--- config.mk ---
export PLATFORM = sky130hd
export DESIGN_NAME = uart_fifo_trig
export DESIGN_NICKNAME = d
export VERILOG_FILES = /design/src/rtl/rxtrig_pkg.sv /design/src/rtl/byte_fifo.sv /design/src/rtl/fifo_ctl_reg.sv /design/src/rtl/rx_char_timer.sv /design/src/rtl/uart_fifo_trig.sv
export SDC_FILE = /design/constraint.sdc
export NUM_CORES = 1
export LEC_CHECK = 0
export BUFFER_PORTS_ARGS = -buffer_cell sky130_fd_sc_hd__buf_2
export CORE_AREA = 2 2 197 199
export DETAILED_ROUTE_END_ITERATION = 8
export DIE_AREA = 0 0 199 201
export PLACE_DENSITY = 0.84
export SLEW_MARGIN = 10
export SYNTH_ARGS = -nofsm -noshare
export SYNTH_HDL_FRONTEND = slang
export SYNTH_SLANG_ARGS = --single-unit
--- constraint.sdc ---
create_clock -name clk -period 3.8 [get_ports clk]
set_input_delay 0.57 -clock clk [delete_from_list [all_inputs] [get_ports clk]]
set_output_delay 0.57 -clock clk [all_outputs]
set_load 0.05 [all_outputs]
--- src/rtl/rxtrig_pkg.sv ---
package rxtrig_pkg;

  typedef struct packed {
    logic       en;
    logic [1:0] trig;
  } fifo_ctl_t;

  function automatic int unsigned trig_bytes(input logic alt, input logic [1:0] code);
    int unsigned lvl;
    case (code)
      2'd0:    lvl = 1;
      2'd1:    lvl = alt ? 8  : 4;
      2'd2:    lvl = alt ? 16 : 8;
      default: lvl = alt ? 28 : 14;
    endcase
    return lvl;
  endfunction

endpackage

--- src/rtl/byte_fifo.sv ---
module byte_fifo #(
  parameter int unsigned W     = 8,
  parameter int unsigned DEPTH = 32,
  localparam int unsigned AW   = $clog2(DEPTH),
  localparam int unsigned CW   = $clog2(DEPTH + 1)
) (
  input  logic          clk,
  input  logic          rst_n,
  input  logic          clr,
  input  logic          cap_one,
  input  logic          push_valid,
  input  logic [W-1:0]  push_data,
  output logic          push_ready,
  output logic          pop_valid,
  input  logic          pop_ready,
  output logic [W-1:0]  pop_data,
  output logic [CW-1:0] level
);

  logic [W-1:0]  mem [DEPTH];
  logic [AW-1:0] wr_ptr, rd_ptr;
  logic          do_push, do_pop;

  assign push_ready = cap_one ? (level == '0) : (level != CW'(DEPTH));
  assign pop_valid  = (level != '0);
  assign pop_data   = mem[rd_ptr];
  assign do_push    = push_valid && push_ready && !clr;
  assign do_pop     = pop_ready && pop_valid && !clr;

  function automatic logic [AW-1:0] bump(input logic [AW-1:0] p);
    return (p == AW'(DEPTH - 1)) ? '0 : p + 1'b1;
  endfunction

  always_ff @(posedge clk) begin
    if (do_push) mem[wr_ptr] <= push_data;
  end

  always_ff @(posedge clk) begin
    if (!rst_n || clr) begin
      wr_ptr <= '0;
      rd_ptr <= '0;
      level  <= '0;
    end else begin
      if (do_push) wr_ptr <= bump(wr_ptr);
      if (do_pop)  rd_ptr <= bump(rd_ptr);
      case ({do_push, do_pop})
        2'b10:   level <= level + 1'b1;
        2'b01:   level <= level - 1'b1;
        default: level <= level;
      endcase
    end
  end


  full_push_drop_chk: assert property (@(posedge clk) disable iff (!rst_n)
    (push_valid && !push_ready && !pop_ready && !clr) |=> $stable(level));


  clear_empties_chk: assert property (@(posedge clk) disable iff (!rst_n)
    clr |=> (level == '0));

endmodule

--- src/rtl/fifo_ctl_reg.sv ---
module fifo_ctl_reg
  import rxtrig_pkg::*;
(
  input  logic       clk,
  input  logic       rst_n,
  input  logic       wr_en,
  input  logic [7:0] wr_data,
  output fifo_ctl_t  ctl,
  output logic       clr_rx,
  output logic       clr_tx
);

  logic en_flip;

  assign en_flip = wr_en && (wr_data[0] != ctl.en);
  assign clr_rx  = en_flip || (wr_en && wr_data[0] && wr_data[1]);
  assign clr_tx  = en_flip || (wr_en && wr_data[0] && wr_data[2]);

  always_ff @(posedge clk) begin
    if (!rst_n) begin
      ctl <= '0;
    end else if (wr_en) begin
      ctl.en <= wr_data[0];
      if (wr_data[0]) ctl.trig <= wr_data[7:6];
    end
  end


  gated_trig_chk: assert property (@(posedge clk) disable iff (!rst_n)
    (wr_en && !wr_data[0]) |=> $stable(ctl.trig));

endmodule

--- src/rtl/rx_char_timer.sv ---
module rx_char_timer #(
  parameter int unsigned LIMIT = 4,
  localparam int unsigned TW   = $clog2(LIMIT + 1)
) (
  input  logic clk,
  input  logic rst_n,
  input  logic enable,
  input  logic nonempty,
  input  logic restart,
  input  logic drop,
  input  logic tick,
  output logic flag
);

  logic [TW-1:0] cnt;

  always_ff @(posedge clk) begin
    if (!rst_n) begin
      cnt  <= '0;
      flag <= 1'b0;
    end else begin
      if (restart || !nonempty || !enable) cnt <= '0;
      else if (tick && cnt != TW'(LIMIT)) cnt <= cnt + 1'b1;

      if (drop || !enable) flag <= 1'b0;
      else if (!restart && nonempty && tick && cnt == TW'(LIMIT - 1)) flag <= 1'b1;
    end
  end


  timeout_on_tick_chk: assert property (@(posedge clk) disable iff (!rst_n)
    $rose(flag) |-> $past(tick));


  read_clears_timeout_chk: assert property (@(posedge clk) disable iff (!rst_n)
    drop |=> !flag);

endmodule

--- src/rtl/uart_fifo_trig.sv ---
module uart_fifo_trig
  import rxtrig_pkg::*;
#(
  parameter int unsigned DATA_W   = 8,
  parameter int unsigned DEPTH    = 32,
  parameter int unsigned TO_TICKS = 4,
  localparam int unsigned CW      = $clog2(DEPTH + 1)
) (
  input  logic              clk,
  input  logic              rst_n,
  input  logic              alt_mode,
  input  logic              ctl_we,
  input  logic [7:0]        ctl_wdata,
  input  logic              rx_push_valid,
  input  logic [DATA_W-1:0] rx_push_data,
  input  logic              thr_valid,
  output logic              thr_ready,
  input  logic [DATA_W-1:0] thr_data,
  output logic              tx_pop_valid,
  input  logic              tx_pop_ready,
  output logic [DATA_W-1:0] tx_pop_data,
  input  logic              rbr_rd,
  output logic [DATA_W-1:0] rbr_data,
  input  logic              char_tick,
  output logic [CW-1:0]     rx_level,
  output logic [CW-1:0]     tx_level,
  output logic              data_ready,
  output logic              rx_avail,
  output logic              rx_timeout,
  output logic              overrun
);

  fifo_ctl_t      ctl;
  logic           clr_rx, clr_tx;
  logic           rx_room, rx_nonempty;
  logic           rx_take, rx_put;
  logic [CW-1:0]  trig_lvl;

  fifo_ctl_reg u_ctl (
    .clk, .rst_n,
    .wr_en   (ctl_we),
    .wr_data (ctl_wdata),
    .ctl     (ctl),
    .clr_rx  (clr_rx),
    .clr_tx  (clr_tx)
  );

  byte_fifo #(.W(DATA_W), .DEPTH(DEPTH)) u_rxq (
    .clk, .rst_n,
    .clr        (clr_rx),
    .cap_one    (!ctl.en),
    .push_valid (rx_push_valid),
    .push_data  (rx_push_data),
    .push_ready (rx_room),
    .pop_valid  (rx_nonempty),
    .pop_ready  (rbr_rd),
    .pop_data   (rbr_data),
    .level      (rx_level)
  );

  byte_fifo #(.W(DATA_W), .DEPTH(DEPTH)) u_txq (
    .clk, .rst_n,
    .clr        (clr_tx),
    .cap_one    (!ctl.en),
    .push_valid (thr_valid),
    .push_data  (thr_data),
    .push_ready (thr_ready),
    .pop_valid  (tx_pop_valid),
    .pop_ready  (tx_pop_ready),
    .pop_data   (tx_pop_data),
    .level      (tx_level)
  );

  assign rx_take    = rbr_rd && rx_nonempty;
  assign rx_put     = rx_push_valid && rx_room;
  assign trig_lvl   = CW'(trig_bytes(alt_mode, ctl.trig));
  assign data_ready = rx_nonempty;
  assign rx_avail   = ctl.en && (rx_level >= trig_lvl);

  rx_char_timer #(.LIMIT(TO_TICKS)) u_tmr (
    .clk, .rst_n,
    .enable   (ctl.en),
    .nonempty (rx_nonempty),
    .restart  (rx_take || rx_put || clr_rx),
    .drop     (rx_take || clr_rx),
    .tick     (char_tick),
    .flag     (rx_timeout)
  );

  always_ff @(posedge clk) begin
    if (!rst_n) overrun <= 1'b0;
    else        overrun <= rx_push_valid && !rx_room && !clr_rx;
  end


  enable_flip_clears_chk: assert property (@(posedge clk) disable iff (!rst_n)
    (ctl_we && (ctl_wdata[0] != ctl.en)) |=> (rx_level == '0 && tx_level == '0));


  push_sets_ready_chk: assert property (@(posedge clk) disable iff (!rst_n)
    (rx_push_valid && !rx_nonempty && !clr_rx) |=> data_ready);


  overrun_when_full_chk: assert property (@(posedge clk) disable iff (!rst_n)
    overrun |-> $past(!rx_room));


  disabled_no_avail_chk: assert property (@(posedge clk) disable iff (!rst_n)
    !ctl.en |-> (!rx_avail && rx_level <= CW'(1)));

endmodule

# Word level (Yosys, flattened, before mapping)
# Memories as Yosys holds them, arrays and structs flattened. A register that Yosys moved wholly into a read port is not among the register bits.
# Cells that the tools add are included.
# classes
reduce_logical,46
n_lt_le_gt_ge,1
n_bitwise,1
n_mux,20
n_addsub,9
eq_ne,15
# op_table
op,n
$mux W5,10
$pmux W6 S2,2
$add A5 B1 Y5 const B,4
$eq A5 B5 Y1 const B,4
$logic_and A1 B1 Y1,19
$pmux W5 S3,1
$add A6 B1 Y6 const B,2
$logic_not A6 Y1,2
$ne A6 B6 Y1 const B,2
$reduce_bool A6 Y1,2
$sub A6 B1 Y6 const B,2
$logic_or A1 B1 Y1,10
$logic_not A1 Y1,7
$eq A2 B1 Y1 const B,3
$eq A2 B2 Y1 const B,3
$ge A6 B6 Y1,1
$mux W1,6
$mux W4,1
$reduce_bool A2 Y1,2
$reduce_or A2 Y1,2
$add A3 B1 Y3 const B,1
$eq A3 B2 Y1 const B,1
$ne A3 B3 Y1 const B,1
$logic_not A2 Y1,1
other kinds (3),3
# word_totals
regBits,40
ramBits,512
mem_count,2
output_inout_bits,34
# mem_list
name,words,width,read_ports,rd_ports_with_merged_regs,write_ports,line,rtl
u_rxq.mem,32,8,1,1,1,byte_fifo.sv:20,logic [W-1:0] mem [DEPTH];
u_txq.mem,32,8,1,1,1,byte_fifo.sv:20,

# Longest topological paths before layout
# logic_depth
ltp_word,9
mapped_depth,15
depth_no_buf,13

# By module
# A second synthesis with hierarchy kept.
# hier_totals
cells_unflattened,1366
area_unflattened_um2,22899.5
# modules_own_cells
module,area_per_inst_um2,instances,seq_area_each_um2,cells_per_inst
byte_fifo,11169.5,2,8107.8,650
rx_char_timer,225.2,1,80.1,24
uart_fifo_trig,197.7,1,20.0,25
fifo_ctl_reg,137.6,1,60.1,17

# Worst setup path after synthesis
# OpenSTA, ideal clock, no wires.
# synth_path
path_kind,register to register
startpoint,register u_txq.level[1]
endpoint,register u_txq.level[4]
arrival_time_ns,3.458
path_stages_with_launch,16
n_path_buf,2
path_slack_ns,0.214
period_less_slack_ns,3.586
required_time_ns,3.672
path_cell_list,dfxtp_1 or4_4 or3_1 buf_6 a211oi_4 inv_2 ha_1 clkbuf_1 xor2_1 ha_1 a21oi_1 nor3_1 o21ai_0 a21oi_1 xnor2_1 nor2_1
# synth_via
elab_cells_between_ends,14
cone_classes,add/sub: 2; eq/ne: 3; mux: 2; reduce/logical: 7
# synth_rtl
item,line,rtl
start: declaration,byte_fifo.sv:17,output logic [CW-1:0] level
start signal: assignment,byte_fifo.sv:47,2'b10: level <= level + 1'b1;
start signal: assignment,byte_fifo.sv:48,2'b01: level <= level - 1'b1;
start signal: assignment,byte_fifo.sv:49,default: level <= level;
$reduce_bool A6 Y1 *,byte_fifo.sv:25,assign pop_valid = (level != '0);
net tx_pop_valid,uart_fifo_trig.sv:19,"output logic tx_pop_valid,"
$logic_and A1 B1 Y1 * (2 in series),byte_fifo.sv:28,assign do_pop = pop_ready && pop_valid && !clr;
$eq A2 B1 Y1 / $eq A2 B2 Y1 (equally long branches),byte_fifo.sv:46,"case ({do_push, do_pop})"
$pmux W6 S2 / $reduce_bool A2 Y1 (equally long branches),n/a,
# Mark *: on every way through the listed nets, which the timed path passes. The rest lies on a longest branch.
# A chain may end at the register's enable or synchronous reset.

==> load_flow_metrics.sql <==
INSERT INTO impl_metrics (metric_group, metric, value, unit) VALUES
('outcome', 'outcome', 'complete, no violations', ''),
('timing', 'hold_violations', '0', ''),
('global_routing', 'grt_remaining_overflow', '0', ''),
('setup_path', 'critical_path.most_common_cell', 'sky130_fd_sc_hd__mux4_2', ''),
('floorplan', 'initial_core_util', '0.590', ''),
('layout', 'fin_cells', '1818', ''),
('place', 'port-buffer-count', '63', ''),
('logic_synthesis', 'synthDominantAreaCellType', 'sky130_fd_sc_hd__edfxtp_1', ''),
('place', 'dp.cells', '1709', ''),
('logic_synthesis', 'synth.yosys.seq_area_share', '0.728', ''),
('global_routing', 'grtUsageTotal', '0.242', ''),
('logic_synthesis', 'synth_edf_count', '512', ''),
('timing', 'slew_violations', '0', ''),
('setup_path', 'worst_r2r_path_depth', '12', ''),
('floorplan', 'core-area', '0.0381', 'mm^2'),
('timing', 'setup_ws', '0.137', 'ns'),
('power', 'ir_worst_vdd', '721', 'uV'),
('cts', 'clock_tree.root_cell', 'sky130_fd_sc_hd__clkbuf_16', ''),
('drt', 'drt-vias-per-instance', '6.26', ''),
('place', 'place.detailed.hpwl', '27300', 'um'),
('place', 'globalplace.congestion', '0.811', ''),
('setup_path', 'path_class', 'reg -> out', ''),
('drt', 'finalWirelength', '46300', 'um'),
('floorplan', 'io-pin-count', '67', ''),
('setup_path', 'required_time_at_the_endpoint_of_the_critical_path', '3.23', 'ns'),
('logic_synthesis', 'synth_ff_type', 'sky130_fd_sc_hd__edfxtp_1', ''),
('global_routing', 'wire_length_of_the_first_global_routing_pass', '71100', 'um'),
('global_routing', 'maximum_number_of_pins_on_one_net_before_global_route_repair', '65', ''),
('worst_hold_path', 'holdCritPathClass', 'in -> reg', ''),
('power', 'power_frac_comb', '0.179', ''),
('timing', 'final_min_period_over_clock_period', '0.964', ''),
('layout', 'drive_above_1_share', '0.292', ''),
('layout', 'area_growth', '12.6', '%'),
('worst_hold_path', 'hold_path_depth', '3', ''),
('setup_path', 'timing.critical_path.from_type', 'register', ''),
('global_routing', 'grt_antenna_before_repair', '0', ''),
('layout', 'final_area', '0.0253', 'mm^2'),
('worst_hold_path', 'min-delay-start', 'ctl_wdata[7]', ''),
('drt', 'routed-via-count', '11400', ''),
('logic_synthesis', 'netlist.area_leader.share', '0.684', ''),
('power', 'netSwitchingFraction', '0.267', ''),
('setup_path', 'cp_cell_sequence', 'buf_4 > mux4_2 > mux4_2 > mux2_2 > buf_2', ''),
('power', 'p_clk_frac', '0.342', ''),
('timing', 'unrepaired_setup_endpoints_after_global_routing', 'false', ''),
('floorplan', 'die_width', '199', 'um'),
('logic_synthesis', 'synth_nets', '1204', ''),
('place', 'detailed_place.area', '0.0236', 'mm^2'),
('cts', 'postCtsHoldBufs', '0', ''),
('logic_synthesis', 'synthTopCellsByArea', 'sky130_fd_sc_hd__edfxtp_1, sky130_fd_sc_hd__mux4_2, sky130_fd_sc_hd__dfxtp_1', ''),
('logic_synthesis', 'post_synth_instance_area', '0.0225', 'mm^2'),
('drt', 'drt-pass1-iter-count', '8', ''),
('setup_path', 'worst_path_arrival_time', '3.09', 'ns'),
('floorplan', 'row_count', '72', ''),
('setup_path', 'slowest_library_cell_on_the_worst_path', 'sky130_fd_sc_hd__dfxtp_2', ''),
('power', 'seq_power_share', '0.479', ''),
('setup_path', 'critical_path.reg2reg.startpoint', 'u_txq.level[1]', ''),
('setup_path', 'timing.critical_path.to_type', 'output port', ''),
('global_routing', 'grtUsageMet2', '0.394', ''),
('logic_synthesis', 'netlist_instances', '1144', ''),
('power', 'p_int', '10.7', 'mW'),
('timing', 'highest_achievable_clock_rate', '273', 'MHz'),
('global_routing', 'grt_busiest_layer', 'met2', ''),
('place', 'dpl_worst_slack', '0.274', 'ns'),
('setup_path', 'crit_path_max_incr_delay', '0.62', 'ns'),
('power', 'power_per_cell_area', '578', 'mW/mm^2'),
('timing', 'worst_margin_slew', '0.849', 'ns'),
('cts', 'h-tree-depth', '2', ''),
('timing', 'setup-tns-final', '0', 'ns'),
('cts', 'numClockSinks', '562', ''),
('drt', 'routed_len_inst', '25.5', 'um'),
('global_routing', 'grt_use_met1', '0.329', '');
state kept, by name, summed over array words and instances (netlist names), named ones only:
register,count
u_rxq.level,6
u_rxq.mem,256
u_rxq.wr_ptr,5
u_txq.level,6
u_tmr.flag,1
u_txq.rd_ptr,5
u_txq.wr_ptr,5
overrun,1
u_ctl.ctl,3
u_tmr.cnt,3
u_rxq.rd_ptr,5
u_txq.mem,256
cell families after synthesis:
family | Yosys count | synth area share
buffers and inverters | 75 | 0.0135
AO/OA/AOI/OAI | 85 | 0.0238
multiplexers | 183 | 0.171
AND/OR/NAND/NOR | 197 | 0.0420
flip-flops | 562 | 0.728
adder cells (fa/ha/maj) | 27 | 0.0150
XOR/XNOR | 15 | 0.00584
synth_stat cells, drive strengths merged, types with 6 or more instances:
master,instances
buf,22
mux2,17
or4,6
o21ai,17
ha,27
nor2,100
dfxtp,50
clkbuf,33
nand3b,9
edfxtp,512
xor2,11
inv,20
mux4,160
nor3,6
a21oi,33
mux2i,6
a31oi,8
nand2,30
or3,8
nand3,13
final timing paths:
check | endpoint | slack, ns
min reg2reg | register | 0.48
max | tx_pop_data[0] | 0.14
max reg2reg | u_txq.level[4] | 0.29
min | u_ctl.ctl[1] | 0.26
per-layer routing:
layer | share of wire | vias to the layer above | wire, um
met3 | 0.073 | 89 | 3390
met5 | 0 | - | 0
met1 | 0.39 | 5846 | 17900
met2 | 0.51 | 559 | 23500
met4 | 0.034 | 0 | 1570
li1 | - | 4892 | -
through the flow:
| stage | hold slack, ns | total power [mW] | utilization |
|---|---|---|---|
| global placement | 0.464 | 9.64 | 0.619 |
| detailed placement | 0.479 | 9.70 | 0.619 |
| global route | 0.256 | 15.1 | 0.664 |
| CTS | 0.229 | 14.7 | 0.662 |
| finish | 0.261 | 14.6 | 0.664 |
| floorplan | 0.455 | 9.03 | - |
cell usage in the layout, fill, tap and decap left out, types with 3 or more instances in the layout:
master / n
sky130_fd_sc_hd__nor2_1: 100
sky130_fd_sc_hd__or4_1: 4
sky130_fd_sc_hd__mux4_2: 160
sky130_fd_sc_hd__nor2b_1: 4
sky130_fd_sc_hd__a21boi_0: 5
sky130_fd_sc_hd__edfxtp_1: 512
sky130_fd_sc_hd__clkinv_2: 6
sky130_fd_sc_hd__nor3b_1: 3
sky130_fd_sc_hd__xor2_1: 11
sky130_fd_sc_hd__buf_4: 46
sky130_fd_sc_hd__mux2_2: 17
sky130_fd_sc_hd__nand3b_1: 9
sky130_fd_sc_hd__and3_1: 5
sky130_fd_sc_hd__buf_2: 63
sky130_fd_sc_hd__nand2b_1: 5
sky130_fd_sc_hd__a21o_1: 3
sky130_fd_sc_hd__mux2i_1: 6
sky130_fd_sc_hd__clkinvlp_4: 4
sky130_fd_sc_hd__ha_1: 27
sky130_fd_sc_hd__clkinv_1: 12
sky130_fd_sc_hd__clkbuf_1: 13
sky130_fd_sc_hd__nand2_1: 29
sky130_fd_sc_hd__or3_1: 8
sky130_fd_sc_hd__a31oi_1: 8
sky130_fd_sc_hd__inv_1: 18
sky130_fd_sc_hd__nor3_1: 5
sky130_fd_sc_hd__a21oi_1: 33
sky130_fd_sc_hd__or3b_2: 3
sky130_fd_sc_hd__clkbuf_16: 54
sky130_fd_sc_hd__o21ai_0: 16
sky130_fd_sc_hd__dfxtp_1: 46
sky130_fd_sc_hd__nand3_1: 13
sky130_fd_sc_hd__xnor2_1: 4
sky130_fd_sc_hd__o21a_1: 3
sky130_fd_sc_hd__buf_12: 5
critical path: cells and delay by family, from the launching register on:
kind / cells / cell delay [ns]
mux: 3 / 1.27
flops: 1 / 0.62
buf+inv: 2 / 0.58
cell type report:
cell class	count	area, um^2
Inverter	20	75.1
Multi-Input combinational cell	507	5800
Clock inverter	27	199
Fill cell	2339	12800
Tap cell	518	648
Timing Repair Buffer	115	772
Sequential cell	562	16400
Clock buffer	69	1430
power groups by stage:
stage	registers, mW	clock network, mW	logic [mW]
after floorplan	7.17	0	1.86
after global placement	7.15	0	2.49
after detailed placement	7.16	0	2.54
after CTS	7.03	5.09	2.57
after global routing	7.03	5.29	2.82
final	7.01	5.00	2.63
repair_timing:
action / in CTS / in global routing
resized for setup: 1 / 0
cloned: 0 / 0
setup buffers: 0 / 13
pin swaps: 0 / 1
hold endpoints to repair: 0 / 0
endpoints found under the setup margin: 4 / 5
(Power assumes the default switching activity.)
